[src/rtl/arb_pkg.sv]
package arb_pkg;
  typedef enum logic [2:0] {
    ST_IDLE, ST_START, ST_LOW, ST_HIGH, ST_STOP_LOW, ST_STOP_HIGH, ST_STOP_END
  } arbState_t;

  typedef struct packed {
    logic capture;  // take a new request into the hold register
    logic load;     // copy the held frame into the shifter
    logic shift;    // advance to the next frame bit
    logic cntClr;   // restart the half-period divider
  } dpCtl_t;
endpackage

[src/rtl/arb_line_filter.sv]
module arb_line_filter #(
  parameter int FILT_LEN = 3
) (
  input  logic clk,
  input  logic rstN,
  input  logic lineIn,
  output logic lineOut
);
  localparam int CW = $clog2(FILT_LEN + 1);

  logic [1:0]    syncQ;
  logic [CW-1:0] runCnt;

  always_ff @(posedge clk or negedge rstN) begin
    if (!rstN) begin
      syncQ   <= 2'b11;
      runCnt  <= '0;
      lineOut <= 1'b1;
    end else begin
      syncQ <= {syncQ[0], lineIn};
      if (syncQ[1] == lineOut) begin
        runCnt <= '0;
      end else if (runCnt == CW'(FILT_LEN - 1)) begin
        lineOut <= syncQ[1];
        runCnt  <= '0;
      end else begin
        runCnt <= runCnt + 1'b1;
      end
    end
  end

  // the filtered level only moves to a value the synchronizer has been showing
  a_r9_filter_follows_sync: assert property (@(posedge clk) disable iff (!rstN)
    (lineOut != $past(lineOut)) |-> ($past(syncQ[1]) == lineOut));
endmodule

[src/rtl/arb_dp.sv]
module arb_dp import arb_pkg::*; #(
  parameter int ADDR_W   = 7,
  parameter int HALF_CYC = 16
) (
  input  logic              clk,
  input  logic              rstN,
  input  dpCtl_t            ctl,
  input  logic [ADDR_W-1:0] reqAddr,
  input  logic              reqRead,
  output logic              txBit,
  output logic              dataPhase,
  output logic              ackSlot,
  output logic              halfDone
);
  localparam int FRAME_W = ADDR_W + 1;
  localparam int BIT_CW  = $clog2(FRAME_W + 2);
  localparam int DIV_CW  = $clog2(HALF_CYC + 1);

  logic [FRAME_W-1:0] holdFrame;
  logic [FRAME_W-1:0] shiftQ;
  logic [BIT_CW-1:0]  bitCnt;
  logic [DIV_CW-1:0]  divCnt;

  assign txBit     = shiftQ[FRAME_W-1];
  assign dataPhase = bitCnt < BIT_CW'(FRAME_W);
  assign ackSlot   = bitCnt == BIT_CW'(FRAME_W);
  assign halfDone  = divCnt == DIV_CW'(HALF_CYC - 1);

  always_ff @(posedge clk or negedge rstN) begin
    if (!rstN) begin
      holdFrame <= '0;
      shiftQ    <= '0;
      bitCnt    <= '0;
      divCnt    <= '0;
    end else begin
      if (ctl.capture) holdFrame <= {reqAddr, reqRead};
      if (ctl.load) begin
        shiftQ <= holdFrame;
        bitCnt <= '0;
      end else if (ctl.shift) begin
        shiftQ <= {shiftQ[FRAME_W-2:0], 1'b0};
        bitCnt <= bitCnt + 1'b1;
      end
      if (ctl.cntClr)     divCnt <= '0;
      else if (!halfDone) divCnt <= divCnt + 1'b1;
    end
  end

  // never more than the frame bits plus the acknowledge slot
  a_r3_bit_count_bound: assert property (@(posedge clk) disable iff (!rstN)
    bitCnt <= BIT_CW'(FRAME_W));
  // the divider saturates at the half-period
  a_r7_div_saturates: assert property (@(posedge clk) disable iff (!rstN)
    divCnt <= DIV_CW'(HALF_CYC - 1));
endmodule

[src/rtl/arb_ctrl.sv]
module arb_ctrl import arb_pkg::*; (
  input  logic   clk,
  input  logic   rstN,
  input  logic   reqValid,
  output logic   reqReady,
  input  logic   sclF,
  input  logic   sdaF,
  input  logic   txBit,
  input  logic   dataPhase,
  input  logic   ackSlot,
  input  logic   halfDone,
  output dpCtl_t ctl,
  output logic   grant,
  output logic   lost,
  output logic   ackValid,
  output logic   ackOk,
  output logic   sclPull,
  output logic   sdaPull
);
  arbState_t state, stateNext;
  logic pending, pendingNext, busy, busyNext, sclPrev, sdaPrev;
  logic highSeen, highSeenNext, ackSample, ackSampleNext;
  logic sclPullNext, sdaPullNext, lostNext, ackValidNext;
  logic accept, busIdle, startSeen, stopSeen, arbLoss, endHigh;

  assign reqReady  = (state == ST_IDLE) && !pending;
  assign accept    = reqValid && reqReady;
  assign grant     = state != ST_IDLE;
  assign startSeen = sclPrev && sclF && sdaPrev && !sdaF;
  assign stopSeen  = sclPrev && sclF && !sdaPrev && sdaF;
  assign busIdle   = !busy && sclF && sdaF;
  assign arbLoss   = (state == ST_HIGH) && dataPhase && !sdaPull && sclF && !sdaF;
  assign endHigh   = (sclF && halfDone) || (!sclF && highSeen);
  assign busyNext  = startSeen ? 1'b1 : (stopSeen ? 1'b0 : busy);

  always_comb begin
    stateNext     = state;
    ctl           = '0;
    ctl.capture   = accept;
    sclPullNext   = sclPull;
    sdaPullNext   = sdaPull;
    lostNext      = 1'b0;
    ackValidNext  = 1'b0;
    highSeenNext  = highSeen;
    ackSampleNext = ackSample;
    pendingNext   = pending || accept;
    case (state)
      ST_IDLE: if (pending && busIdle) begin
        stateNext   = ST_START;
        sdaPullNext = 1'b1;
        ctl.cntClr  = 1'b1;
        ctl.load    = 1'b1;
      end
      ST_START: if (halfDone) begin
        stateNext   = ST_LOW;
        sclPullNext = 1'b1;
        ctl.cntClr  = 1'b1;
      end
      ST_LOW: begin
        sdaPullNext = ackSlot ? 1'b0 : !txBit;
        if (halfDone) begin
          stateNext    = ST_HIGH;
          sclPullNext  = 1'b0;
          ctl.cntClr   = 1'b1;
          highSeenNext = 1'b0;
        end
      end
      ST_HIGH: begin
        if (arbLoss) begin
          stateNext   = ST_IDLE;
          sclPullNext = 1'b0;
          sdaPullNext = 1'b0;
          lostNext    = 1'b1;
        end else begin
          if (sclF) begin
            highSeenNext = 1'b1;
            if (ackSlot) ackSampleNext = !sdaF;
          end else if (!highSeen) begin
            ctl.cntClr = 1'b1;
          end
          if (endHigh) begin
            sclPullNext = 1'b1;
            ctl.cntClr  = 1'b1;
            if (ackSlot) begin
              stateNext    = ST_STOP_LOW;
              ackValidNext = 1'b1;
            end else begin
              stateNext = ST_LOW;
              ctl.shift = 1'b1;
            end
          end
        end
      end
      ST_STOP_LOW: begin
        sdaPullNext = 1'b1;
        if (halfDone) begin
          stateNext   = ST_STOP_HIGH;
          sclPullNext = 1'b0;
          ctl.cntClr  = 1'b1;
        end
      end
      ST_STOP_HIGH: begin
        if (!sclF) begin
          ctl.cntClr = 1'b1;
        end else if (halfDone) begin
          stateNext   = ST_STOP_END;
          sdaPullNext = 1'b0;
          ctl.cntClr  = 1'b1;
        end
      end
      ST_STOP_END: if (halfDone) begin
        stateNext   = ST_IDLE;
        pendingNext = 1'b0;
      end
      default: stateNext = ST_IDLE;
    endcase
  end

  always_ff @(posedge clk or negedge rstN) begin
    if (!rstN) begin
      state     <= ST_IDLE;
      pending   <= 1'b0;
      busy      <= 1'b0;
      sclPrev   <= 1'b1;
      sdaPrev   <= 1'b1;
      highSeen  <= 1'b0;
      ackSample <= 1'b0;
      sclPull   <= 1'b0;
      sdaPull   <= 1'b0;
      lost      <= 1'b0;
      ackValid  <= 1'b0;
    end else begin
      state     <= stateNext;
      pending   <= pendingNext;
      busy      <= busyNext;
      sclPrev   <= sclF;
      sdaPrev   <= sdaF;
      highSeen  <= highSeenNext;
      ackSample <= ackSampleNext;
      sclPull   <= sclPullNext;
      sdaPull   <= sdaPullNext;
      lost      <= lostNext;
      ackValid  <= ackValidNext;
    end
  end

  assign ackOk = ackSample;

  // ownership begins only from a cycle where both filtered lines were high and the bus free
  a_r2_start_on_idle: assert property (@(posedge clk) disable iff (!rstN)
    $rose(grant) |-> $past(sclF && sdaF && !busy));
  // data enable held steady through the high phase
  a_r3_sda_steady_high: assert property (@(posedge clk) disable iff (!rstN)
    (state == ST_HIGH && $past(state) == ST_HIGH) |-> $stable(sdaPull));
  // a loss leaves both lines released
  a_r4_release_on_loss: assert property (@(posedge clk) disable iff (!rstN)
    lost |-> (!sdaPull && !sclPull && !grant));
  // a loss follows a released bit read back low while the clock was high
  a_r4_loss_cause: assert property (@(posedge clk) disable iff (!rstN)
    lost |-> $past(sclF && !sdaF && !sdaPull));
  // the acknowledge report comes while the block still owns the bus
  a_r8_ack_in_grant: assert property (@(posedge clk) disable iff (!rstN)
    ackValid |-> (grant && sclPull));
  // loss and acknowledge never coincide
  a_r4_single_outcome: assert property (@(posedge clk) disable iff (!rstN)
    $onehot0({lost, ackValid}));
endmodule

[src/rtl/i2c_mm_arbiter.sv]
module i2c_mm_arbiter import arb_pkg::*; #(
  parameter int ADDR_W   = 7,
  parameter int HALF_CYC = 16,
  parameter int FILT_LEN = 3
) (
  input  logic              clk,
  input  logic              rstN,
  input  logic              reqValid,
  output logic              reqReady,
  input  logic [ADDR_W-1:0] reqAddr,
  input  logic              reqRead,
  output logic              grant,
  output logic              lost,
  output logic              ackValid,
  output logic              ackOk,
  input  logic              sclIn,
  input  logic              sdaIn,
  output logic              sclPullLow,
  output logic              sdaPullLow
);
  localparam int N_LINES = 2;

  logic [N_LINES-1:0] padIn, padFilt;
  dpCtl_t dpCtl;
  logic   txBit, dataPhase, ackSlot, halfDone;

  assign padIn = {sdaIn, sclIn};

  for (genvar g = 0; g < N_LINES; g++) begin : g_line
    arb_line_filter #(.FILT_LEN(FILT_LEN)) u_filt (
      .clk     (clk),
      .rstN    (rstN),
      .lineIn  (padIn[g]),
      .lineOut (padFilt[g])
    );
  end

  arb_dp #(.ADDR_W(ADDR_W), .HALF_CYC(HALF_CYC)) u_dp (
    .clk       (clk),
    .rstN      (rstN),
    .ctl       (dpCtl),
    .reqAddr   (reqAddr),
    .reqRead   (reqRead),
    .txBit     (txBit),
    .dataPhase (dataPhase),
    .ackSlot   (ackSlot),
    .halfDone  (halfDone)
  );

  arb_ctrl u_ctrl (
    .clk       (clk),
    .rstN      (rstN),
    .reqValid  (reqValid),
    .reqReady  (reqReady),
    .sclF      (padFilt[0]),
    .sdaF      (padFilt[1]),
    .txBit     (txBit),
    .dataPhase (dataPhase),
    .ackSlot   (ackSlot),
    .halfDone  (halfDone),
    .ctl       (dpCtl),
    .grant     (grant),
    .lost      (lost),
    .ackValid  (ackValid),
    .ackOk     (ackOk),
    .sclPull   (sclPullLow),
    .sdaPull   (sdaPullLow)
  );
endmodule

[config.mk]
export PLATFORM = sky130hd
export DESIGN_NAME = i2c_mm_arbiter
export DESIGN_NICKNAME = d
export VERILOG_FILES = /design/src/rtl/arb_pkg.sv /design/src/rtl/arb_line_filter.sv /design/src/rtl/arb_dp.sv /design/src/rtl/arb_ctrl.sv /design/src/rtl/i2c_mm_arbiter.sv
export SDC_FILE = /design/constraint.sdc
export NUM_CORES = 1
export LEC_CHECK = 0
export BUFFER_PORTS_ARGS = -buffer_cell sky130_fd_sc_hd__buf_2
export CORE_MARGIN = 5
export CORE_UTILIZATION = 38
export DETAILED_ROUTE_END_ITERATION = 16
export GPL_ROUTABILITY_DRIVEN = 0
export PLACE_DENSITY = 0.61
export SETUP_SLACK_MARGIN = 0.4
export SLEW_MARGIN = 0
export SYNTH_ARGS = -nofsm -noshare
export SYNTH_HDL_FRONTEND = slang
export SYNTH_SLANG_ARGS = --single-unit
[constraint.sdc]
create_clock -name clk -period 3.6 [get_ports clk]
set_input_delay 0.72 -clock clk [delete_from_list [all_inputs] [get_ports clk]]
set_output_delay 0.72 -clock clk [all_outputs]
set_load 0.005 [all_outputs]
==> impl_metrics.yaml <==
outcome:
  outcome: "finished, final reports clean"
synthesis:
  synth_xor_area_share_pct: 1.95
  synthMuxAreaShare_pct: 5.86
  ys_seq_elements: 48
  synth_cells: 210
  synth_warnings: 0
  synth_top_area_share_pct: 44.6
  synth_ff_type: "dfrtp_1"
  yosys.area_share.simple_pct: 15.0
  synth-edff-count: 0
  seq_area_frac_synth_pct: 54.0
  synth_nets: 227
  synth_area_leaders: "dfrtp_1 (45%), dfstp_2 (9.4%), a21oi_1 (4.9%)"
  synth_area_um2: 2240
  synthAdderAreaFrac_pct: 2.68
  synth_compound_area_share_pct: 15.4
  synthArstFlopShare_pct: 100
  synth.distinct_cells: 49
  synth_top_cell_by_area: "dfrtp_1"
  synth_top_family_by_area: "compound AO/OA/AOI/OAI gates"
  syn_area_per_cell_um2: 10.7
pwr:
  clockPowerShare_pct: 23.6
  power.switching_w: 0.000549
  peakVddDrop_uv: 264
  p_per_area_nw_per_um2: 673
  p_comb_share_pct: 25.0
  swShare_pct: 32.9
  p_leak_nw: 1.09
  p_seq_share_pct: 51.4
  power.internal_w: 0.00112
timing:
  skew_ns: 0.00666
  fmax_mhz: 408
  fin_tns_setup_ns: 0
  rsz0062_at_grt: "no"
  fin_crit_ns: 2.45
  slew_viol_final: 0
  setup_viol: 0
  finalHoldViolations: 0
  worstMarginPinSlew_ns: 1.04
  slew_headroom_pct: 30.5
  period_share_pct: 68.1
setup_path:
  worstSetupEndpointType: "flop"
  cp.required_ns: 3.78
  ff2ff_setup_slack_ns: 1.15
  start_kind: "flop"
  r2r-start: "u_dp.divCnt[0]"
  reg2reg_to: "u_dp.bitCnt[2]"
  critPathArrivalTime_ns: 2.63
  reg2reg_depth: 7
  cp-endpoint: "u_dp.bitCnt[2]"
  path_class: "flop to flop"
  worst-path-max-fanout: 23
  startpoint: "u_dp.divCnt[0]"
drt:
  wl_per_cell_um: 13.4
  drt-total-wl_um: 4010
  dr.first_iter.drc_count: 40
  vias: 1564
  drtAntennaViolNets: 0
  drc: 0
  firstDrtPassIters: 4
  via_per_inst: 5.23
finish:
  multiInputGateArea_um2: 918
  drive_above_1_share_pct: 23.2
  diodes: 0
  finalInstanceArea_um2: 2480
  fillers: 583
  register_area_um2: 1210
  area_growth_syn_to_layout_pct: 10.5
  layout.nets: 240
  layout_commonest_cell: "dfrtp_1"
  final_cell_mix: "dfrtp_1 (40), a21oi_1 (22), buf_2 (19)"
clock_network:
  clkTransAtPathRegs_ns: 0.09
  cts_max_level: 2
  clock_latency_ns: 0.30
  cts.path.max_buffers: 2
  cts_buffers: 5
  root_buffer: "clkbuf_8"
  ctsHoldBuffers: 0
  cts_setup_buffers: 0
  tritoncts: "yes"
  clock-sinks: 48
  ctsResizeCount: 0
die:
  die-height_um: 86.8
  chipWidth_um: 86.8
  core_um2: 5820
  placementRows: 28
  io_pins: 20
  start_util_pct: 38.6
  die-area_um2: 7540
worst_hold_path:
  hold_class: "flop to flop"
grt:
  grt_max_degree: 49
  antenna_found_initial: 0
  overflow: 0
  grtUsageTotal_pct: 11.9
  grt_pass1_wl_um: 7150
  grt_pass1_vias: 1552
place:
  placed_area_um2: 2360
  place_hpwl_um: 2730
  io_buffers: 19
run:
  maxCapViolCount: 0
## cell usage after synthesis, types with 4 or more instances
master	instances
a21oi_1	22
buf_2	7
clkbuf_1	4
dfrtp_1	40
dfstp_2	8
ha_1	4
inv_1	10
mux2_2	9
nand2_1	7
nand2b_1	7
nand3_1	6
nor2_1	12
nor2b_1	5
nor3_1	6
o211ai_1	4
o21ai_0	8
o22ai_1	7
## per-stage QoR
stage / total power [W] / std cells / util [%] / setup WS (ns) / hold WS [ns]
4_1_cts: 0.00169 / 299 / 42.6 / 1.16 / 0.361
6_report: 0.00167 / 299 / 42.6 / 1.15 / 0.359
2_1_floorplan: 0.00119 / 210 / - / 1.54 / 0.345
3_5_place_dp: 0.00129 / 291 / 40.6 / 1.17 / 0.347
3_3_place_gp: 0.00128 / 291 / 40.6 / 1.20 / 0.346
5_1_grt: 0.00180 / 299 / 42.6 / 0.955 / 0.364
## cell families after synthesis
family,Yosys count
xor+xnor,5
simple gates,60
flops,48
fa+ha+maj,5
compound gates,56
buf+inv,24
mux,12
## power groups by stage
stage	sequential (W)	clock, W	combinational [W]
global route	0.000884	0.000430	0.000485
finish	0.000858	0.000394	0.000416
floorplan	0.000785	0	0.000404
detailed placement	0.000867	0	0.000422
CTS	0.000858	0.000412	0.000422
global placement	0.000863	0	0.000414
## cell type report
type,instances,share of cell area [%]
flip-flops and latches,48,48.8
multi-input cells,138,37.0
well taps,75,3.78
repair buffers,20,4.14
clock inverters,3,1.92
clock buffers,5,2.77
inverters,10,1.51
## sequential cells by signal (all words and copies together) (netlist names)
register,flops
u_dp.holdFrame,8
u_ctrl.ackOk,1
u_ctrl.sdaPrev,1
u_ctrl.state,3
u_ctrl.busy,1
g_line.u_filt.runCnt,4
u_ctrl.sdaPull,1
u_ctrl.sclPrev,1
u_ctrl.ackValid,1
u_ctrl.pending,1
u_dp.divCnt,5
u_ctrl.highSeen,1
g_line.u_filt.lineOut,2
u_ctrl.lost,1
u_ctrl.sclPull,1
u_dp.bitCnt,4
g_line.u_filt.syncQ,4
u_dp.shiftQ,8
## routing by layer
metal	global-route usage, %	vias to the layer above	share of wire, %
met1	15.6	768	48
met5	0	-	0
met4	5.67	0	1.9
met3	2.95	7	3.0
met2	18.4	18	47
li1	-	771	-
## worst max-delay path, stage by stage (launching register included)
cell      delay, ns
dfrtp_1        0.40
ha_1           0.16
and3_1         0.15
ha_1           0.16
mux2i_1        0.12
or4b_1         0.89
o211ai_1       0.34
o31ai_2        0.09
## worst min path at each step
stage                                          from                        end  slack, ns  depth (start not counted)
after floorplan           g_line[0].u_filt.syncQ[0]  g_line[0].u_filt.syncQ[1]       0.35                          0
after global placement    g_line[1].u_filt.syncQ[0]  g_line[1].u_filt.syncQ[1]       0.35                          0
after detailed placement  g_line[1].u_filt.syncQ[0]  g_line[1].u_filt.syncQ[1]       0.35                          0
after CTS                 g_line[1].u_filt.syncQ[0]  g_line[1].u_filt.syncQ[1]       0.36                          0
after global routing      g_line[1].u_filt.syncQ[0]  g_line[1].u_filt.syncQ[1]       0.36                          0
final                     g_line[1].u_filt.syncQ[0]  g_line[1].u_filt.syncQ[1]       0.36                          0
Note: power is estimated with default switching activity, not from simulation.
